<file path="src/rtl/iotrap_pkg.sv">
package iotrap_pkg;
    typedef enum logic [2:0] {
        K_NONE  = 3'd0,
        K_MEMRD = 3'd1,
        K_MEMWR = 3'd2,
        K_IORD  = 3'd3,
        K_IOWR  = 3'd4,
        K_INTA  = 3'd5
    } cyc_kind_t;

    typedef enum logic [1:0] {
        ST_ARMED,
        ST_SERVE,
        ST_SETUP,
        ST_RELEASE
    } trap_st_t;
endpackage

</file>
<file path="src/rtl/iotrap_sync.sv">
module iotrap_sync #(
    parameter int          W       = 8,
    parameter logic [W-1:0] RST_VAL = '0
) (
    input  logic         clk,
    input  logic         rst_n,
    input  logic [W-1:0] d,
    output logic [W-1:0] q
);
    for (genvar i = 0; i < W; i++) begin : g_bit
        logic meta_q;
        logic sync_q;
        always_ff @(posedge clk or negedge rst_n) begin
            if (!rst_n) begin
                meta_q <= RST_VAL[i];
                sync_q <= RST_VAL[i];
            end else begin
                meta_q <= d[i];
                sync_q <= meta_q;
            end
        end
        assign q[i] = sync_q;
    end
endmodule

</file>
<file path="src/rtl/iotrap_clkgen.sv">
module iotrap_clkgen #(
    parameter int DIV_W = 8
) (
    input  logic             clk,
    input  logic             rst_n,
    input  logic             run,
    input  logic [DIV_W-1:0] half_period,
    output logic             cpu_clk
);
    typedef struct packed {
        logic [DIV_W-1:0] cnt;
        logic             lvl;
    } gen_t;

    gen_t r_q, r_d;
    logic [DIV_W-1:0] limit;

    always_comb begin
        r_d   = r_q;
        limit = (half_period == '0) ? '0 : half_period - 1'b1;
        if (run) begin
            if (r_q.cnt >= limit) begin
                r_d.cnt = '0;
                r_d.lvl = ~r_q.lvl;
            end else begin
                r_d.cnt = r_q.cnt + 1'b1;
            end
        end
    end

    always_ff @(posedge clk or negedge rst_n) begin
        if (!rst_n) r_q <= '0;
        else        r_q <= r_d;
    end

    assign cpu_clk = r_q.lvl;

    a_r9_count_bound: assert property (@(posedge clk) disable iff (!rst_n)
        !run |=> $stable(r_q.cnt));
endmodule

</file>
<file path="src/rtl/iotrap_fsm.sv">
module iotrap_fsm
    import iotrap_pkg::*;
#(
    parameter int PORT_W    = 5,
    parameter int DATA_W    = 8,
    parameter int SETUP_CYC = 4
) (
    input  logic              clk,
    input  logic              rst_n,
    input  logic              s_iorq_n,
    input  logic              s_rd_n,
    input  logic              s_wr_n,
    input  logic              s_m1_n,
    input  logic [PORT_W-1:0] s_port,
    input  logic [DATA_W-1:0] s_data,
    input  logic              stop_mode,
    input  logic              svc_done,
    input  logic [DATA_W-1:0] svc_rdata,
    output cyc_kind_t         kind,
    output logic              svc_valid,
    output logic [PORT_W-1:0] svc_port,
    output logic              svc_write,
    output logic [DATA_W-1:0] svc_wdata,
    output logic              wait_n,
    output logic              clk_run,
    output logic              data_oe,
    output logic [DATA_W-1:0] data_out
);
    localparam int CNT_W = $clog2(SETUP_CYC + 1);

    typedef struct packed {
        trap_st_t          st;
        cyc_kind_t         kind;
        logic [PORT_W-1:0] port;
        logic              write;
        logic [DATA_W-1:0] wdata;
        logic [DATA_W-1:0] rdata;
        logic [CNT_W-1:0]  cnt;
        logic              stop;
    } fsm_t;

    fsm_t r_q, r_d;
    cyc_kind_t kind_now;
    logic stalled;

    always_comb begin
        if (!s_iorq_n && !s_rd_n)                 kind_now = K_IORD;
        else if (!s_iorq_n && !s_wr_n)            kind_now = K_IOWR;
        else if (!s_iorq_n && !s_m1_n)            kind_now = K_INTA;
        else if (s_iorq_n && !s_rd_n)             kind_now = K_MEMRD;
        else if (s_iorq_n && !s_wr_n)             kind_now = K_MEMWR;
        else                                      kind_now = K_NONE;

        r_d      = r_q;
        r_d.kind = kind_now;
        case (r_q.st)
            ST_ARMED: begin
                if (kind_now == K_IORD || kind_now == K_IOWR) begin
                    r_d.st    = ST_SERVE;
                    r_d.port  = s_port;
                    r_d.write = (kind_now == K_IOWR);
                    r_d.wdata = s_data;
                    r_d.stop  = stop_mode;
                end
            end
            ST_SERVE: begin
                if (svc_done) begin
                    if (r_q.write) begin
                        r_d.st = ST_RELEASE;
                    end else begin
                        r_d.st    = ST_SETUP;
                        r_d.rdata = svc_rdata;
                        r_d.cnt   = '0;
                    end
                end
            end
            ST_SETUP: begin
                if (r_q.cnt == CNT_W'(SETUP_CYC - 1)) r_d.st  = ST_RELEASE;
                else                                  r_d.cnt = r_q.cnt + 1'b1;
            end
            default: begin
                if (s_iorq_n) r_d.st = ST_ARMED;
            end
        endcase
    end

    always_ff @(posedge clk or negedge rst_n) begin
        if (!rst_n) begin
            r_q       <= '0;
            r_q.st    <= ST_ARMED;
            r_q.kind  <= K_NONE;
        end else begin
            r_q <= r_d;
        end
    end

    assign stalled   = (r_q.st == ST_SERVE) || (r_q.st == ST_SETUP);
    assign kind      = r_q.kind;
    assign svc_valid = (r_q.st == ST_SERVE);
    assign svc_port  = r_q.port;
    assign svc_write = r_q.write;
    assign svc_wdata = r_q.wdata;
    assign wait_n    = !(stalled && !r_q.stop);
    assign clk_run   = !(stalled && r_q.stop);
    assign data_oe   = !r_q.write && ((r_q.st == ST_SETUP) || (r_q.st == ST_RELEASE));
    assign data_out  = r_q.rdata;

    // an acknowledge seen while armed leaves the trap armed
    a_r2_no_trap_on_ack: assert property (@(posedge clk) disable iff (!rst_n)
        (r_q.st == ST_ARMED && kind_now == K_INTA) |=> svc_valid == 1'b0);

    a_r6_hold_until_done: assert property (@(posedge clk) disable iff (!rst_n)
        (svc_valid && !svc_done) |=> svc_valid);

    a_r6_fields_stable: assert property (@(posedge clk) disable iff (!rst_n)
        (svc_valid && $past(svc_valid)) |-> ($stable(svc_port) && $stable(svc_write) && $stable(svc_wdata)));

    a_r8_oe_until_iorq: assert property (@(posedge clk) disable iff (!rst_n)
        $fell(data_oe) |-> $past(s_iorq_n));
endmodule

</file>
<file path="src/rtl/iotrap_ctrl.sv">
module iotrap_ctrl
    import iotrap_pkg::*;
#(
    parameter int PORT_W    = 5,
    parameter int DATA_W    = 8,
    parameter int DIV_W     = 8,
    parameter int SETUP_CYC = 4
) (
    input  logic              clk,
    input  logic              rst_n,
    input  logic              stall_mode,
    input  logic [DIV_W-1:0]  clk_half_period,
    input  logic              cpu_iorq_n,
    input  logic              cpu_rd_n,
    input  logic              cpu_wr_n,
    input  logic              cpu_m1_n,
    input  logic [PORT_W-1:0] cpu_port_addr,
    input  logic [DATA_W-1:0] cpu_data_in,
    output logic              cpu_clk,
    output logic              cpu_wait_n,
    output logic [DATA_W-1:0] cpu_data_out,
    output logic              cpu_data_oe,
    output logic [2:0]        cyc_kind,
    output logic              svc_valid,
    output logic [PORT_W-1:0] svc_port,
    output logic              svc_write,
    output logic [DATA_W-1:0] svc_wdata,
    input  logic [DATA_W-1:0] svc_rdata,
    input  logic              svc_done
);
    localparam int SYNC_W = 4 + PORT_W + DATA_W;

    logic [SYNC_W-1:0] bus_raw, bus_s;
    logic              s_iorq_n, s_rd_n, s_wr_n, s_m1_n;
    logic [PORT_W-1:0] s_port;
    logic [DATA_W-1:0] s_data;
    logic              clk_run;
    cyc_kind_t         kind;

    assign bus_raw = {cpu_iorq_n, cpu_rd_n, cpu_wr_n, cpu_m1_n, cpu_port_addr, cpu_data_in};
    assign {s_iorq_n, s_rd_n, s_wr_n, s_m1_n, s_port, s_data} = bus_s;

    iotrap_sync #(
        .W      (SYNC_W),
        .RST_VAL({4'b1111, {(PORT_W + DATA_W){1'b0}}})
    ) u_sync (
        .clk  (clk),
        .rst_n(rst_n),
        .d    (bus_raw),
        .q    (bus_s)
    );

    iotrap_fsm #(
        .PORT_W   (PORT_W),
        .DATA_W   (DATA_W),
        .SETUP_CYC(SETUP_CYC)
    ) u_fsm (
        .clk      (clk),
        .rst_n    (rst_n),
        .s_iorq_n (s_iorq_n),
        .s_rd_n   (s_rd_n),
        .s_wr_n   (s_wr_n),
        .s_m1_n   (s_m1_n),
        .s_port   (s_port),
        .s_data   (s_data),
        .stop_mode(stall_mode),
        .svc_done (svc_done),
        .svc_rdata(svc_rdata),
        .kind     (kind),
        .svc_valid(svc_valid),
        .svc_port (svc_port),
        .svc_write(svc_write),
        .svc_wdata(svc_wdata),
        .wait_n   (cpu_wait_n),
        .clk_run  (clk_run),
        .data_oe  (cpu_data_oe),
        .data_out (cpu_data_out)
    );

    iotrap_clkgen #(
        .DIV_W(DIV_W)
    ) u_clkgen (
        .clk        (clk),
        .rst_n      (rst_n),
        .run        (clk_run),
        .half_period(clk_half_period),
        .cpu_clk    (cpu_clk)
    );

    assign cyc_kind = kind;

    // no processor clock edge while frozen
    a_r5_clock_frozen: assert property (@(posedge clk) disable iff (!rst_n)
        (!clk_run && $past(!clk_run)) |-> $stable(cpu_clk));

    // the stall never lifts while a request is still open
    a_r7_release_after_done: assert property (@(posedge clk) disable iff (!rst_n)
        $rose(cpu_wait_n) |-> !svc_valid);

    // wait and clock freeze never coexist
    a_r4_one_stall_form: assert property (@(posedge clk) disable iff (!rst_n)
        !(!cpu_wait_n && !clk_run));
endmodule

</file>
<file path="config.mk">
export PLATFORM = sky130hd
export DESIGN_NAME = iotrap_ctrl
export DESIGN_NICKNAME = d
export VERILOG_FILES = /design/src/rtl/iotrap_pkg.sv /design/src/rtl/iotrap_sync.sv /design/src/rtl/iotrap_clkgen.sv /design/src/rtl/iotrap_fsm.sv /design/src/rtl/iotrap_ctrl.sv
export SDC_FILE = /design/constraint.sdc
export NUM_CORES = 1
export LEC_CHECK = 0
export BUFFER_PORTS_ARGS = -buffer_cell sky130_fd_sc_hd__buf_2
export CAP_MARGIN = 0
export CORE_MARGIN = 8
export CORE_UTILIZATION = 55
export CTS_CLUSTER_DIAMETER = 50
export DETAILED_ROUTE_END_ITERATION = 10
export PLACE_DENSITY = 0.8
export SYNTH_ARGS = -nofsm -noshare
export SYNTH_HDL_FRONTEND = slang
export SYNTH_HIERARCHICAL = 1
export SYNTH_SLANG_ARGS = --single-unit
</file>
<file path="constraint.sdc">
create_clock -name clk -period 2.5 [get_ports clk]
set_input_delay 0.25 -clock clk [delete_from_list [all_inputs] [get_ports clk]]
set_output_delay 0.25 -clock clk [all_outputs]
set_load 0.1 [all_outputs]
</file>
* Word level (Yosys, flattened, before mapping) *
Cells that the tools add are included.

word-level totals
  bits in registers = 74
  bits in latches = 0
  bits in writable memories = 0
  bits in read-only memories = 0
  input bits = 37
  word-level logic and storage cells = 106
  memories = 0

operators by class
  $add $sub $neg = 3
  multiply operators = 0
  div/mod/pow operators = 0
  $lt $le $gt $ge = 1
  equal/unequal tests = 11
  shift-type cells = 0
  mux-type cells = 17
  bitwise gates (word level) = 3
  reduce and logical (&&, ||, !) cells = 27

operator list
  operator                                          count
  two-way mux 3 bit                                 7
  two-way mux 8 bit                                 2
  two-way mux 2 bit                                 5
  adder 8 x 1 -> 8 bit, second input constant       1
  >= comparator 8 bit                               1
  logical AND 1 bit                                 8
  logical NOT 8 bit                                 1
  AND reduction 4 bit                               2
  subtractor 8 x 1 -> 8 bit, second input constant  1
  logical NOT 1 bit                                 7
  == test 3 x 2 -> 1 bit, second input constant     2
  != test 2 x 1 -> 1 bit, second input constant     3
  one-hot mux 2 bit (3 select lines)                1
  one-hot mux 3 bit (2 select lines)                1
  == test 2 bit, second input constant              2
  != test 2 bit, second input constant              2
  AND reduction 2 bit                               2
  nonzero test 4 bit                                1
  adder 3 x 1 -> 3 bit, second input constant       1
  == test 3 bit, second input constant              1
  logical OR 1 bit                                  3
  inverter 1 bit                                    3
  AND reduction 3 bit                               1
  == test 2 x 1 -> 1 bit, second input constant     1
  3 further kinds                                   3

* Logic depth before layout (Yosys ltp) *
Gate-level depths: netlist of run 1.

  depth in word-level cells = 11
  depth in mapped cells = 12
  mapped depth without buffers = 12

* Modules after synthesis *
The synthesis of run 1 kept the hierarchy.

by module, submodules not included
  module         times used  cells an instance  area each (µm²)  sequential area each (µm²)
  iotrap_fsm     1           121                1606.5           775.7
  iotrap_sync    1           51                 988.4            860.8
  iotrap_clkgen  1           86                 793.3            225.2

* Worst setup path after synthesis of run 1 *
OpenSTA, ideal clock, no wires.

  path type = input-to-reg
  start = in clk_half_period[0]
  end = reg u_clkgen.r_q, in the netlist u_clkgen/cpu_clk
  setup time = 0.157 ns
  arrival = 2.574 ns
  slack = -0.231 ns
  stages = 12
  cells stage by stage = inv_1 > ha_1 > nor2b_1 > nand3b_1 > or3_1 > and2_1 > ha_1 > nand2b_4 > a2111oi_4 > o41ai_4 > and2_4 > xor2_2

between the ends
  word-level cells in the longest chain between the ends = 4
  elaborated cells between the ends (all ways) = 5
  those cells by class = add/sub (1); order compare (1); mux (1); reduce/logical (2)

ends and longest elaborated chain
  element                                                         line                 RTL
  from (decl)                                                     iotrap_ctrl.sv:12    input logic [DIV_W-1:0] clk_half_period,
  subtractor 8 x 1 -> 8 bit or logical NOT 8 bit (tied branches)  iotrap_clkgen.sv:20  limit = (half_period == '0) ? '0 : half_period - 1'b1;
  two-way mux 8 bit (*)                                           iotrap_clkgen.sv:20
  >= comparator 8 bit (*)                                         iotrap_clkgen.sv:22  if (r_q.cnt >= limit) begin
  AND reduction 2 bit (no line) (*)                               -
  to (signal assigned)                                            iotrap_clkgen.sv:33  else r_q <= r_d;
  to (decl)                                                       iotrap_clkgen.sv:15  gen_t r_q, r_d;

Mark *: on every way between the ends. The rest lies on a longest branch, timed or not.
A chain may end at the register's enable or synchronous reset.

* Final worst setup path of run 1 *
Ends and elaborated chain as after synthesis.

==> impl_metrics.yaml, run 1 <==
run_status:
  outcome: "finished, final reports clean"
sta:
  fmax_mhz: 410
  setup_violations: 0
  maxSlewViolCount: 0
  post-route-period-util: 0.976
  fin_crit_ns: 2.44
  max_slew_margin: 0.424
  hold_violations: 0
  tightest_slew_ns: 0.864
  skew_ns: 0.0101
final_layout:
  layout-drive-gt1-share: 0.416
  num_antenna_cells: 0
  n_fill_cell: 467
  nets: 365
  synthToLayoutAreaGrowth_pct: 15.5
  final_util: 0.657
synthesis:
  synth_cell_types: 44
  syn-instance-count: 258
  synth_top_cells_by_count: "dfrtp_1, buf_4, ha_1, nand2_1"
  ys_seq_area_frac: 0.549
  syn-cell-area_sq_um: 3390
  yosys_register_bits: 74
  yosysWarnings: 6
  synth_nets: 311
  syn_area_per_cell_sq_um: 13.1
  yosysTopAreaCell: "dfrtp_1"
  synthTopCellsByArea: "dfrtp_1, buf_4, dfstp_2, ha_1, mux2_4"
  synth_edf_count: 0
  async_flop_share: 1.00
  synth_top_cell_area_share: 0.487
  synthFlopType: "dfrtp_1"
  synth_most_common_cell: "dfrtp_1"
global_route:
  antenna_found_initial: 0
  grt_overflow: 0
  grt_pass1_wl_mm: 9.32
  grt_max_degree: 75
  grt_usage: 0.134
  grt_pass1_vias: 1993
clock_tree:
  cts_tree: "built"
  path_clk_slew_ns: 0.08
  numCtsBuffers: 9
  cts_buffer_depth: 2
  insertion_delay_ns: 0.33
  root_buffer: "clkbuf_8"
  cts.sinks: 74
  cts_htree_levels: 3
setup_path:
  ff2ff_setup_slack_ns: 0.51
  r2r-start: "u_fsm/r_q[29]$_DFFE_PN0P_"
  crit_type: "input pin to flop"
  cp_data_arrival_time_ns: 2.66
  r2r_end: "u_clkgen/r_q[8]$_DFFE_PN0P_"
  endpoint_kind: "flop"
  reg2reg_depth: 8
  crit_path_max_fanout: 8
  start_kind: "input pin"
  worstPathRequired_ns: 2.72
die:
  core_area_sq_um: 5960
  row_count: 28
  die_w_um: 94.5
  die-area_sq_um: 8930
  start_util: 0.569
  io_pins: 66
  die_h_um: 94.5
detailed_routing:
  first_pass_iters: 4
  drcViolationCount: 0
  final_antenna_net_count: 0
  drt_iter0_drc: 29
  finalWirelength_mm: 5.64
  routedWlPerCell_um: 14.4
  vias: 1921
  vias_per_cell: 4.90
place:
  place.gp.congestion: 0.755
  io_buffers: 65
  hpwl_mm: 4.33
job:
  maxCapViolCount: 0
hold_path:
  worstHoldPathType: "input pin to async pin"
==> worst max-delay path by stage <==
stage                                  start                            to  slack [ns]
final                     clk_half_period[0]  u_clkgen/cpu_clk$_DFFE_PN0P_        0.06
after CTS                 clk_half_period[0]  u_clkgen/cpu_clk$_DFFE_PN0P_        0.09
after global placement    clk_half_period[0]  u_clkgen/cpu_clk$_DFFE_PN0P_       -0.20
after floorplan           clk_half_period[0]  u_clkgen/cpu_clk$_DFFE_PN0P_       0.003
after global routing      clk_half_period[0]  u_clkgen/cpu_clk$_DFFE_PN0P_      -0.004
after detailed placement  clk_half_period[0]  u_clkgen/cpu_clk$_DFFE_PN0P_       -0.29
==> per-layer routing <==
metal  vias up  GRT usage  part of all wire
met4         0     0.0403             0.011
met1       931      0.152              0.42
met3         6     0.0524             0.054
li1        938          -                 -
met2        46      0.230              0.52
met5         -          0                 0
==> timing repair <==
action                                  4_1_cts  5_1_grt
hold buffers                                  5        7
endpoints found under the hold margin         5        7
endpoints found under the setup margin        0        2
gates resized for setup                       0        1
buffers inserted                              0        2
==> layout make-up <==
| class | count | area (sq um) | area share |
|---|---|---|---|
| clock buffers | 9 | 124 | 0.0316 |
| multi-input cells | 130 | 1190 | 0.305 |
| well taps | 75 | 93.8 | 0.0240 |
| repair buffers | 86 | 515 | 0.132 |
| inverters | 11 | 41.3 | 0.0105 |
| flip-flops and latches | 74 | 1860 | 0.476 |
| clock inverters | 7 | 83.8 | 0.0214 |
==> registers in the layout (all words and copies together) (netlist names) <==
register	cells
u_fsm/svc_write	1
u_clkgen/r_q	8
u_fsm/svc_wdata	8
u_fsm/r_q	6
u_sync/g_bit.sync_q	17
u_clkgen/cpu_clk	1
u_fsm/kind	3
u_fsm/data_out	8
u_sync/g_bit.meta_q	17
u_fsm/svc_port	5
==> per-stage QoR <==
stage | hold WS [ns] | setup WS, ns | instance area [sq um] | instances | setup TNS (ns)
floorplan | -0.0456 | 0.00310 | 3420 | 258 | 0
global placement | 0.333 | -0.195 | 3580 | 363 | -0.908
CTS | 0.000127 | 0.0884 | 3830 | 384 | 0
finish | 0.0209 | 0.0601 | 3920 | 392 | 0
detailed placement | 0.335 | -0.287 | 3580 | 363 | -1.83
global route | 0.00115 | -0.00395 | 3920 | 392 | -0.00395
==> critical path, cell delays in order <==
cell and delay (ns):
buf_2 0.12, inv_2 0.05, ha_2 0.16, nor2b_4 0.15, nand3b_1 0.11, or3_4 0.38
and2_4 0.16, ha_4 0.20, nand2b_4 0.14, a2111oi_4 0.40, o41ai_4 0.09, buf_4 0.17
and2_4 0.16, xor2_2 0.14
==> placed cells by master (no fill, tap or decap), types with 5 or more instances in the layout <==
cell           count
dfrtp_1           66
mux2_4            11
buf_2             64
mux2_2             5
o21ai_0            5
dlygate4sd3_1     12
buf_4             10
nor2_1            10
nand2b_1           6
clkbuf_8           9
nand2_1           12
mux2_1             8
inv_1              9
ha_1              14
dfstp_2            8
==> cells by family after synthesis <==
family,synth area share
flip-flops,0.549
multiplexers,0.104
XOR/XNOR,0.0203
AO/OA/AOI/OAI,0.0720
buffers and inverters,0.107
adder cells (fa/ha/maj),0.0591
AND/OR/NAND/NOR,0.0879
Power of run 1 is not shown: default switching activity piles up to over one toggle a cycle in this logic, so the estimate is an artifact.
==> inputs of run 2 (changes only) <==
- RECOVER_POWER: default -> 25
==> run 2 against run 1 <==
Compared with the run above:
- the run now ends with max-capacitance violations, max-slew violations left
- highest routed layer unchanged
- sequential share of layout area about the same
- final cell count unchanged
- die area unchanged
- sequential cell count unchanged
- critical endpoint unchanged
- non-clock buffer count unchanged
==> impl_metrics.yaml, run 2 (synthesis results as in run 1) <==
setup_path:
  cp_data_arrival_time_ns: 2.66
  slowest_delay_ns: 0.40
  reg2reg_depth: 8
  endpoint_kind: "flop"
  cp_num_cells: 14
  path_buf_inv: 3
  critPathCapture: "u_clkgen/cpu_clk$_DFFE_PN0P_"
  start_kind: "input pin"
  cp_common_cell: "and2_4"
  crit_type: "input pin to flop"
  crit_chain: "buf_2, inv_2, ha_2, nor2b_4, nand3b_1, or3_4, and2_4, ha_4, nand2b_4, a2111oi_4, o41ai_4, buf_4, and2_4, xor2_2"
  crit_slowest_cell: "a2111oi_4"
  r2r-start: "u_fsm/r_q[29]$_DFFE_PN0P_"
  critPathTopFamily: "simple AND/OR/NAND/NOR gates"
  r2r_end: "u_clkgen/r_q[8]$_DFFE_PN0P_"
  crit_start: "clk_half_period[0]"
  crit_path_max_fanout: 8
  ff2ff_setup_slack_ns: 0.51
  worstPathRequired_ns: 2.72
clock_tree:
  cts_htree_levels: 3
  numCtsBuffers: 9
  cts_tree: "built"
  insertion_delay_ns: 0.33
  path_clk_slew_ns: 0.08
  cts.sinks: 74
  root_buffer: "clkbuf_8"
  cts_buffer_depth: 2
die:
  io_pins: 66
  core_area_sq_um: 5960
  die_w_um: 94.5
  die-area_sq_um: 8930
  start_util: 0.569
  die_h_um: 94.5
  row_count: 28
final_layout:
  n_fill_cell: 467
  instances_no_fill: 392
  layout_commonest_cell: "dfrtp_1"
  layout-drive-gt1-share: 0.413
  final_util: 0.657
  nets: 365
  num_antenna_cells: 0
  synthToLayoutAreaGrowth_pct: 15.4
  top_regs: "u_sync/g_bit.meta_q: 17 flops, u_sync/g_bit.sync_q: 17 flops"
  mostFrequentLayoutCells: "dfrtp_1, buf_2, ha_1"
sta:
  fin_crit_ns: 2.44
  hold_violations: 0
  setup_violations: 0
  max_slew_margin: -0.132
  fmax_mhz: 410
  maxSlewViolCount: 75
  post-route-period-util: 0.976
  skew_ns: 0.0101
  tightest_slew_ns: 1.70
place:
  io_buffers: 65
  place.gp.congestion: 0.755
  dp.cells: 363
  hpwl_mm: 4.33
job:
  maxCapViolCount: 1
detailed_routing:
  drcViolationCount: 0
  finalWirelength_mm: 5.64
  routedWlPerCell_um: 14.4
  first_pass_iters: 4
  vias: 1922
  final_antenna_net_count: 0
  drt_iter0_drc: 29
  vias_per_cell: 4.90
hold_path:
  worstHoldPathType: "input pin to flop"
global_route:
  grt_max_degree: 75
  grt_pass1_vias: 1993
  grt_overflow: 0
  grt_usage: 0.134
  antenna_found_initial: 0
  grt_pass1_wl_mm: 9.32
run_status:
  outcome: "complete, but fails checks"
  violations: "max-capacitance violations, max-slew violations"
run 2: changes by cell type in the layout (fill, tap and decap cells not counted), sizes merged:
cell    change
buf         -2
clkbuf      +2
run 2: layer usage:
| layer | wire length, um | GRT usage | vias up |
|---|---|---|---|
| li1 | - | - | 938 |
| met1 | 2340 | 0.152 | 932 |
| met2 | 2930 | 0.230 | 46 |
| met3 | 307 | 0.0524 | 6 |
| met4 | 62 | 0.0403 | 0 |
| met5 | 0 | 0 | - |
run 2: worst min path at each step:
stage,start,end,depth (start not counted)
after global placement,u_sync/g_bit[9].meta_q$_DFF_PN0_,u_sync/g_bit[9].sync_q$_DFF_PN0_,0
after global routing,cpu_data_in[0],u_sync/g_bit[0].meta_q$_DFF_PN0_,1
after detailed placement,u_sync/g_bit[10].meta_q$_DFF_PN0_,u_sync/g_bit[10].sync_q$_DFF_PN0_,0
after floorplan,rst_n,u_clkgen/cpu_clk$_DFFE_PN0P_,0
after CTS,cpu_port_addr[3],u_sync/g_bit[11].meta_q$_DFF_PN0_,1
final,cpu_data_in[3],u_sync/g_bit[3].meta_q$_DFF_PN0_,1
run 2: cell type report:
cell class	count	area, sq um	share of cell area
clock buffers	9	124	0.0317
well taps	75	93.8	0.0240
inverters	11	41.3	0.0106
multi-input cells	130	1190	0.306
repair buffers	86	512	0.131
clock inverters	7	83.8	0.0214
flip-flops and latches	74	1860	0.476
run 2: per-stage QoR:
step           hold WS (ns)  area (sq um)  TNS (ns)  worst slack [ns]
3_3_place_gp          0.333          3580    -0.908            -0.195
4_1_cts            0.000127          3830         0            0.0884
5_1_grt             0.00115          3910  -0.00395          -0.00395
6_report             0.0286          3910         0            0.0601
2_1_floorplan       -0.0456          3420         0           0.00310
3_5_place_dp          0.335          3580     -1.83            -0.287
run 2: what timing repair did:
item                                    4_1_cts  5_1_grt
endpoints found under the setup margin        0        2
endpoints found under the hold margin         5        7
gates resized for setup                       0        1
setup buffers                                 0        2
hold buffers                                  5        7
Power of run 2 is left out for the same reason.
